### src/rtl/aot_pkg.sv
package aot_pkg;

    localparam int LOC_AW   = 32;                 // local address width
    localparam int PASS_W   = 12;                 // pass-through bits
    localparam int IDX_TOP  = 16;                 // first bit above the index field
    localparam int OUT_AW   = 64;                 // output address width
    localparam int REG_W    = 32;                 // register port width

    localparam int IDX_W    = IDX_TOP - PASS_W;
    localparam int ENTRIES  = 1 << IDX_W;
    localparam int HI_W     = OUT_AW - PASS_W;    // stored upper address width
    localparam int LO_PART  = REG_W - PASS_W;     // upper bits held in the low word
    localparam int HW_PART  = HI_W - LO_PART;     // upper bits held in the high word
    localparam int CFG_AW   = IDX_W + 3;

    typedef enum logic [1:0] {
        SP_MEM32 = 2'b00,
        SP_MEM64 = 2'b01,
        SP_IO    = 2'b10,
        SP_RSVD  = 2'b11
    } aot_space_e;

    typedef struct packed {
        aot_space_e       space;
        logic [HI_W-1:0]  hi;
    } aot_entry_t;

    typedef struct packed {
        logic [IDX_W-1:0] idx;
        logic             hi_word;
    } aot_cfg_sel_t;

    function automatic aot_cfg_sel_t cfg_decode(input logic [CFG_AW-1:0] a);
        aot_cfg_sel_t s;
        s.idx     = a[CFG_AW-1:3];
        s.hi_word = a[2];
        return s;
    endfunction

    function automatic logic [REG_W-1:0] low_word(input aot_entry_t e);
        return {e.hi[LO_PART-1:0], {(PASS_W-2){1'b0}}, e.space};
    endfunction

    function automatic logic [REG_W-1:0] high_word(input aot_entry_t e);
        return e.hi[HI_W-1:LO_PART];
    endfunction

endpackage

### src/rtl/aot_entry_bank.sv
module aot_entry_bank
    import aot_pkg::*;
(
    input  logic               clk,
    input  logic               rst,
    input  logic               wr_en,
    input  logic [CFG_AW-1:0]  wr_addr,
    input  logic [REG_W-1:0]   wr_data,
    output aot_entry_t         tbl [ENTRIES]
);
    aot_cfg_sel_t sel;
    assign sel = cfg_decode(wr_addr);

    for (genvar g = 0; g < ENTRIES; g++) begin : g_entry
        logic hit;
        assign hit = wr_en && (sel.idx == IDX_W'(g));

        always_ff @(posedge clk) begin
            if (rst) begin
                tbl[g].hi    <= '0;
                tbl[g].space <= SP_MEM32;
            end else if (hit) begin
                if (sel.hi_word) begin
                    tbl[g].hi[HI_W-1:LO_PART] <= wr_data[HW_PART-1:0];
                end else begin
                    tbl[g].hi[LO_PART-1:0] <= wr_data[REG_W-1:PASS_W];
                    tbl[g].space           <= aot_space_e'(wr_data[1:0]);
                end
            end
        end
    end
endmodule

### src/rtl/aot_lookup.sv
module aot_lookup
    import aot_pkg::*;
(
    input  logic                clk,
    input  logic                rst,
    input  logic                req_valid,
    input  logic [IDX_TOP-1:0]  req_lo,
    input  aot_entry_t          tbl [ENTRIES],
    output logic                xl_valid,
    output logic [OUT_AW-1:0]   xl_addr,
    output logic [1:0]          xl_space
);
    logic [IDX_W-1:0] idx;
    aot_entry_t       pick;

    assign idx  = req_lo[IDX_TOP-1:PASS_W];
    assign pick = tbl[idx];

    always_ff @(posedge clk) begin
        if (rst) begin
            xl_valid <= 1'b0;
            xl_addr  <= '0;
            xl_space <= SP_MEM32;
        end else begin
            xl_valid <= req_valid;
            if (req_valid) begin
                xl_addr  <= {pick.hi, req_lo[PASS_W-1:0]};
                xl_space <= pick.space;
            end
        end
    end
endmodule

### src/rtl/aot_cfg_read.sv
module aot_cfg_read
    import aot_pkg::*;
(
    input  logic               clk,
    input  logic               rst,
    input  logic               rd_en,
    input  logic [CFG_AW-1:0]  rd_addr,
    input  aot_entry_t         tbl [ENTRIES],
    output logic               rvalid,
    output logic [REG_W-1:0]   rdata
);
    aot_cfg_sel_t sel;
    aot_entry_t   e;
    logic [REG_W-1:0] word;

    assign sel  = cfg_decode(rd_addr);
    assign e    = tbl[sel.idx];
    assign word = sel.hi_word ? high_word(e) : low_word(e);

    always_ff @(posedge clk) begin
        if (rst) begin
            rvalid <= 1'b0;
            rdata  <= '0;
        end else begin
            rvalid <= rd_en;
            if (rd_en) rdata <= word;
        end
    end
endmodule

### src/rtl/aot_xlate.sv
module aot_xlate
    import aot_pkg::*;
(
    input  logic                 clk,
    input  logic                 rst,
    input  logic                 req_valid,
    input  logic [LOC_AW-1:0]    req_addr,
    output logic                 xl_valid,
    output logic [OUT_AW-1:0]    xl_addr,
    output logic [1:0]           xl_space,
    input  logic                 cfg_wr,
    input  logic                 cfg_rd,
    input  logic [CFG_AW-1:0]    cfg_addr,
    input  logic [REG_W-1:0]     cfg_wdata,
    output logic                 cfg_rvalid,
    output logic [REG_W-1:0]     cfg_rdata
);
    aot_entry_t tbl [ENTRIES];

    aot_entry_bank u_bank (
        .clk     (clk),
        .rst     (rst),
        .wr_en   (cfg_wr),
        .wr_addr (cfg_addr),
        .wr_data (cfg_wdata),
        .tbl     (tbl)
    );

    aot_lookup u_lookup (
        .clk       (clk),
        .rst       (rst),
        .req_valid (req_valid),
        .req_lo    (req_addr[IDX_TOP-1:0]),
        .tbl       (tbl),
        .xl_valid  (xl_valid),
        .xl_addr   (xl_addr),
        .xl_space  (xl_space)
    );

    aot_cfg_read u_rd (
        .clk     (clk),
        .rst     (rst),
        .rd_en   (cfg_rd),
        .rd_addr (cfg_addr),
        .tbl     (tbl),
        .rvalid  (cfg_rvalid),
        .rdata   (cfg_rdata)
    );
endmodule

### config.mk
export PLATFORM = sky130hd
export DESIGN_NAME = aot_xlate
export DESIGN_NICKNAME = d
export VERILOG_FILES = /design/src/rtl/aot_pkg.sv /design/src/rtl/aot_entry_bank.sv /design/src/rtl/aot_lookup.sv /design/src/rtl/aot_cfg_read.sv /design/src/rtl/aot_xlate.sv
export SDC_FILE = /design/constraint.sdc
export NUM_CORES = 2
export LEC_CHECK = 0
export BUFFER_PORTS_ARGS = -buffer_cell sky130_fd_sc_hd__buf_2
export CAP_MARGIN = 20
export CORE_MARGIN = 10
export CORE_UTILIZATION = 55
export DETAILED_ROUTE_END_ITERATION = 10
export PLACE_DENSITY = 0.82
export REMOVE_ABC_BUFFERS = 1
export SETUP_SLACK_MARGIN = 0.02
export SLEW_MARGIN = 10
export SYNTH_ARGS = -nofsm -noshare
export SYNTH_HDL_FRONTEND = slang
export SYNTH_SLANG_ARGS = --single-unit
### constraint.sdc
create_clock -name clk -period 3.42 [get_ports clk]
set_clock_uncertainty 0.05 [all_clocks]
set_input_delay 0.171 -clock clk [delete_from_list [all_inputs] [get_ports clk]]
set_output_delay 0.171 -clock clk [all_outputs]
set_load 0.05 [all_outputs]
==> metrics <==
status=finished with violations; failing checks=design-rule violations; Initial DRC Count=7441; Psw=6.15 mW; Leak Pwr=17.4 nW; placed cell count=6124; CP startpoint kind=primary input; GRT Total Usage=0.326; total negative slack=0 ns; Critical Path Max Stage Delay=0.70 ns; I/O Buffers=157; Synth Flop Type=dfxtp_1; WL/cell=26.1 um; number of top-level pins=176; first-pass GRT wire length=248000 um; CTS tree=built; crit share post-route=0.634; final core utilization=0.625; RSZ-0062 raised after global routing=no; WP data arrival=2.66 ns; post-synthesis mux area share=0.214; final hold slack=0.0256 ns; simple-gate share of the synthesized area=0.164; XOR/XNOR Fraction of Synth Area=0; FMAX=461 MHz; Worst Slack Setup Final=1.25 ns; Internal Pwr Total=18.5 mW; mapped cell area=46700 um2; Area Growth Syn to Fin=12.3%; final hold vios=0; number of global-route vias before repair=42350; total global routing overflow=0; largest net degree at the start of global routing=134; final wirelength=165000 um; Die H=311 um; Yosys cell types=41; Design Area, Final=52500 um2; Max Slew Vio Count=0; Tmin final=2.17 ns; CP endpoint kind=flop; Synth Area in Adders=0; Final Power=24.7 mW; worst-margin pin slew=0.954 ns; Pwr per Cell Area=470 nW/um2; latest clock arrival within the worst-skew pair=0.68 ns; Vias/cell=6.80; cts bufs inserted=98; hpwl dp=95400 um; Clk network pwr share=0.457; Post-DRT Antenna Nets=0; Flop pwr share=0.462; Core Region=84000 um2; Worst EP required=3.91 ns; Compound-Gate Fraction of Synth Area=0.157; DP Area=48700 um2; clk sinks=964; Seq/Total Area, Yosys=0.413; ys async rst share=0; global placer's final weighted congestion=0.885; hold crit path type=primary input to flop; row cnt=106; crit path max fanout=22; post-synthesis average cell area=8.99 um2; Setup WS pre-CTS=0.733 ns; clock tree buffer depth=3; R2R setup slack=1.38 ns; maximum vdd drop=0.453 mV; cell count after synthesis=5193; cts repair resizes=0; Root Driver=clkbuf_16; number of synthesized register bits=964; die area=97000 um2; critical-path cell list=buf_2 > nor2b_4 > nand3_2 > buf_12 > nand2_1 > a21oi_1; Remaining DRCs=1; Rel. slew slack=0.364; routed vias=43133; CP max-delay cell=nor2b_4; share of layout cells above drive strength 1=0.194; WS Path Type=primary input to flop; main combinational cell family by area after synthesis=multiplexers; Initial Util=0.556; H-tree depth=3; max-cap viol count=0; Die X=311 um; Initial DRT Pass Iterations=11; Final setup viols=0; Post-synth EDFFs=0; Switching Share=0.249; non-filler cells, final=6343; Synth Warn #=0; Gate power share=0.081; initial antenna violation count=5; Clock transition at path regs=0.06 ns; Layout Nets=5199
path summary, 6_finish.rpt:
path / from / endpoint / depth (start not counted)
setup reg to reg: u_bank.tbl[417] / u_lookup.xl_addr[51] / 4
hold / removal: cfg_wdata[14] / u_bank.tbl[628] / 3
setup / recovery: cfg_addr[6] / u_bank.tbl[365] / 6
hold reg to reg: u_bank.tbl[664] / u_bank.tbl[664] / 2
power by group through the flow:
stage	Combinational (mW)	Sequential [mW]	Clock, mW
final	2.00	11.4	11.3
after global routing	2.06	11.4	11.7
after CTS	1.93	11.4	11.3
after detailed placement	1.89	11.6	0
after global placement	1.87	11.6	0
after floorplan	0.594	11.7	0
logic make-up after synthesis:
family / after synthesis
AO/OA/AOI/OAI: 1252
buffers and inverters: 544
flip-flops: 964
multiplexers: 510
AND/OR/NAND/NOR: 1923
layout make-up:
class | instances | area [um2]
fill | 6597 | 31500
multi-input combinational | 3685 | 25300
clock inverter | 34 | 373
inverter | 2 | 7.51
clock buffer | 144 | 3000
antenna | 8 | 20.0
tap | 1134 | 1420
timing repair buffer | 372 | 3070
sequential | 964 | 19300
timing repair:
| action | 4_1_cts | 5_1_grt |
|---|---|---|
| endpoints found under the hold margin | 285 | 0 |
| buffers inserted | 0 | 0 |
| setup endpoints to repair | 0 | 0 |
| hold buffers | 32 | 0 |
cell usage in the layout, fill, tap and decap left out, types with 41 or more instances in the layout:
master,n
a21oi_1,950
a22o_1,128
buf_12,41
buf_2,151
buf_4,141
clkbuf_16,103
dfxtp_1,964
mux2i_1,100
mux4_2,388
nand2_1,1741
nand2b_1,67
o21ai_0,54
o221ai_1,44
critical path: cells and delay by family:
kind,cells,cell delay [ns]
simple gates,3,1.42
buf+inv,2,0.96
compound gates,1,0.07
cell usage after synthesis (4+ instances only):
| master | count | area [um2] |
|---|---|---|
| nand2_1 | 1741 | 6540 |
| dfxtp_1 | 964 | 19300 |
| a21oi_1 | 950 | 4750 |
| mux4_2 | 388 | 8740 |
| clkbuf_1 | 340 | 1280 |
| buf_2 | 151 | 756 |
| a22o_1 | 128 | 1120 |
| mux2i_1 | 100 | 1000 |
| nand2b_1 | 67 | 419 |
| o21ai_0 | 54 | 270 |
| nor2_1 | 45 | 169 |
| o221ai_1 | 44 | 385 |
| a22oi_1 | 22 | 165 |
| mux2_2 | 22 | 248 |
| a2111oi_2 | 21 | 315 |
| buf_4 | 19 | 143 |
| buf_1 | 18 | 67.6 |
| nand3_1 | 17 | 85.1 |
| buf_6 | 14 | 158 |
| a221oi_2 | 13 | 195 |
| o21ai_1 | 10 | 50.1 |
| a221oi_1 | 9 | 78.8 |
| nor3_2 | 8 | 80.1 |
| nor2b_1 | 6 | 37.5 |
| and3_1 | 5 | 31.3 |
| and2_0 | 4 | 25.0 |
| nand3b_1 | 4 | 30.0 |
flip-flops by register name, summed over array words and instances, names as in the netlist:
signal	cells
u_bank.tbl	864
u_lookup.xl_space	2
u_lookup.xl_addr	64
u_rd.rvalid	1
u_rd.rdata	32
u_lookup.xl_valid	1
per-layer routing:
layer	up-vias	global-route usage	routed length (um)
met1	20470	0.402	55500
met5	-	0.00757	125
met2	3637	0.500	72800
met4	6	0.202	12100
met3	993	0.0925	24800
li1	18027	-	-
Power figures use the tool's default switching activity.
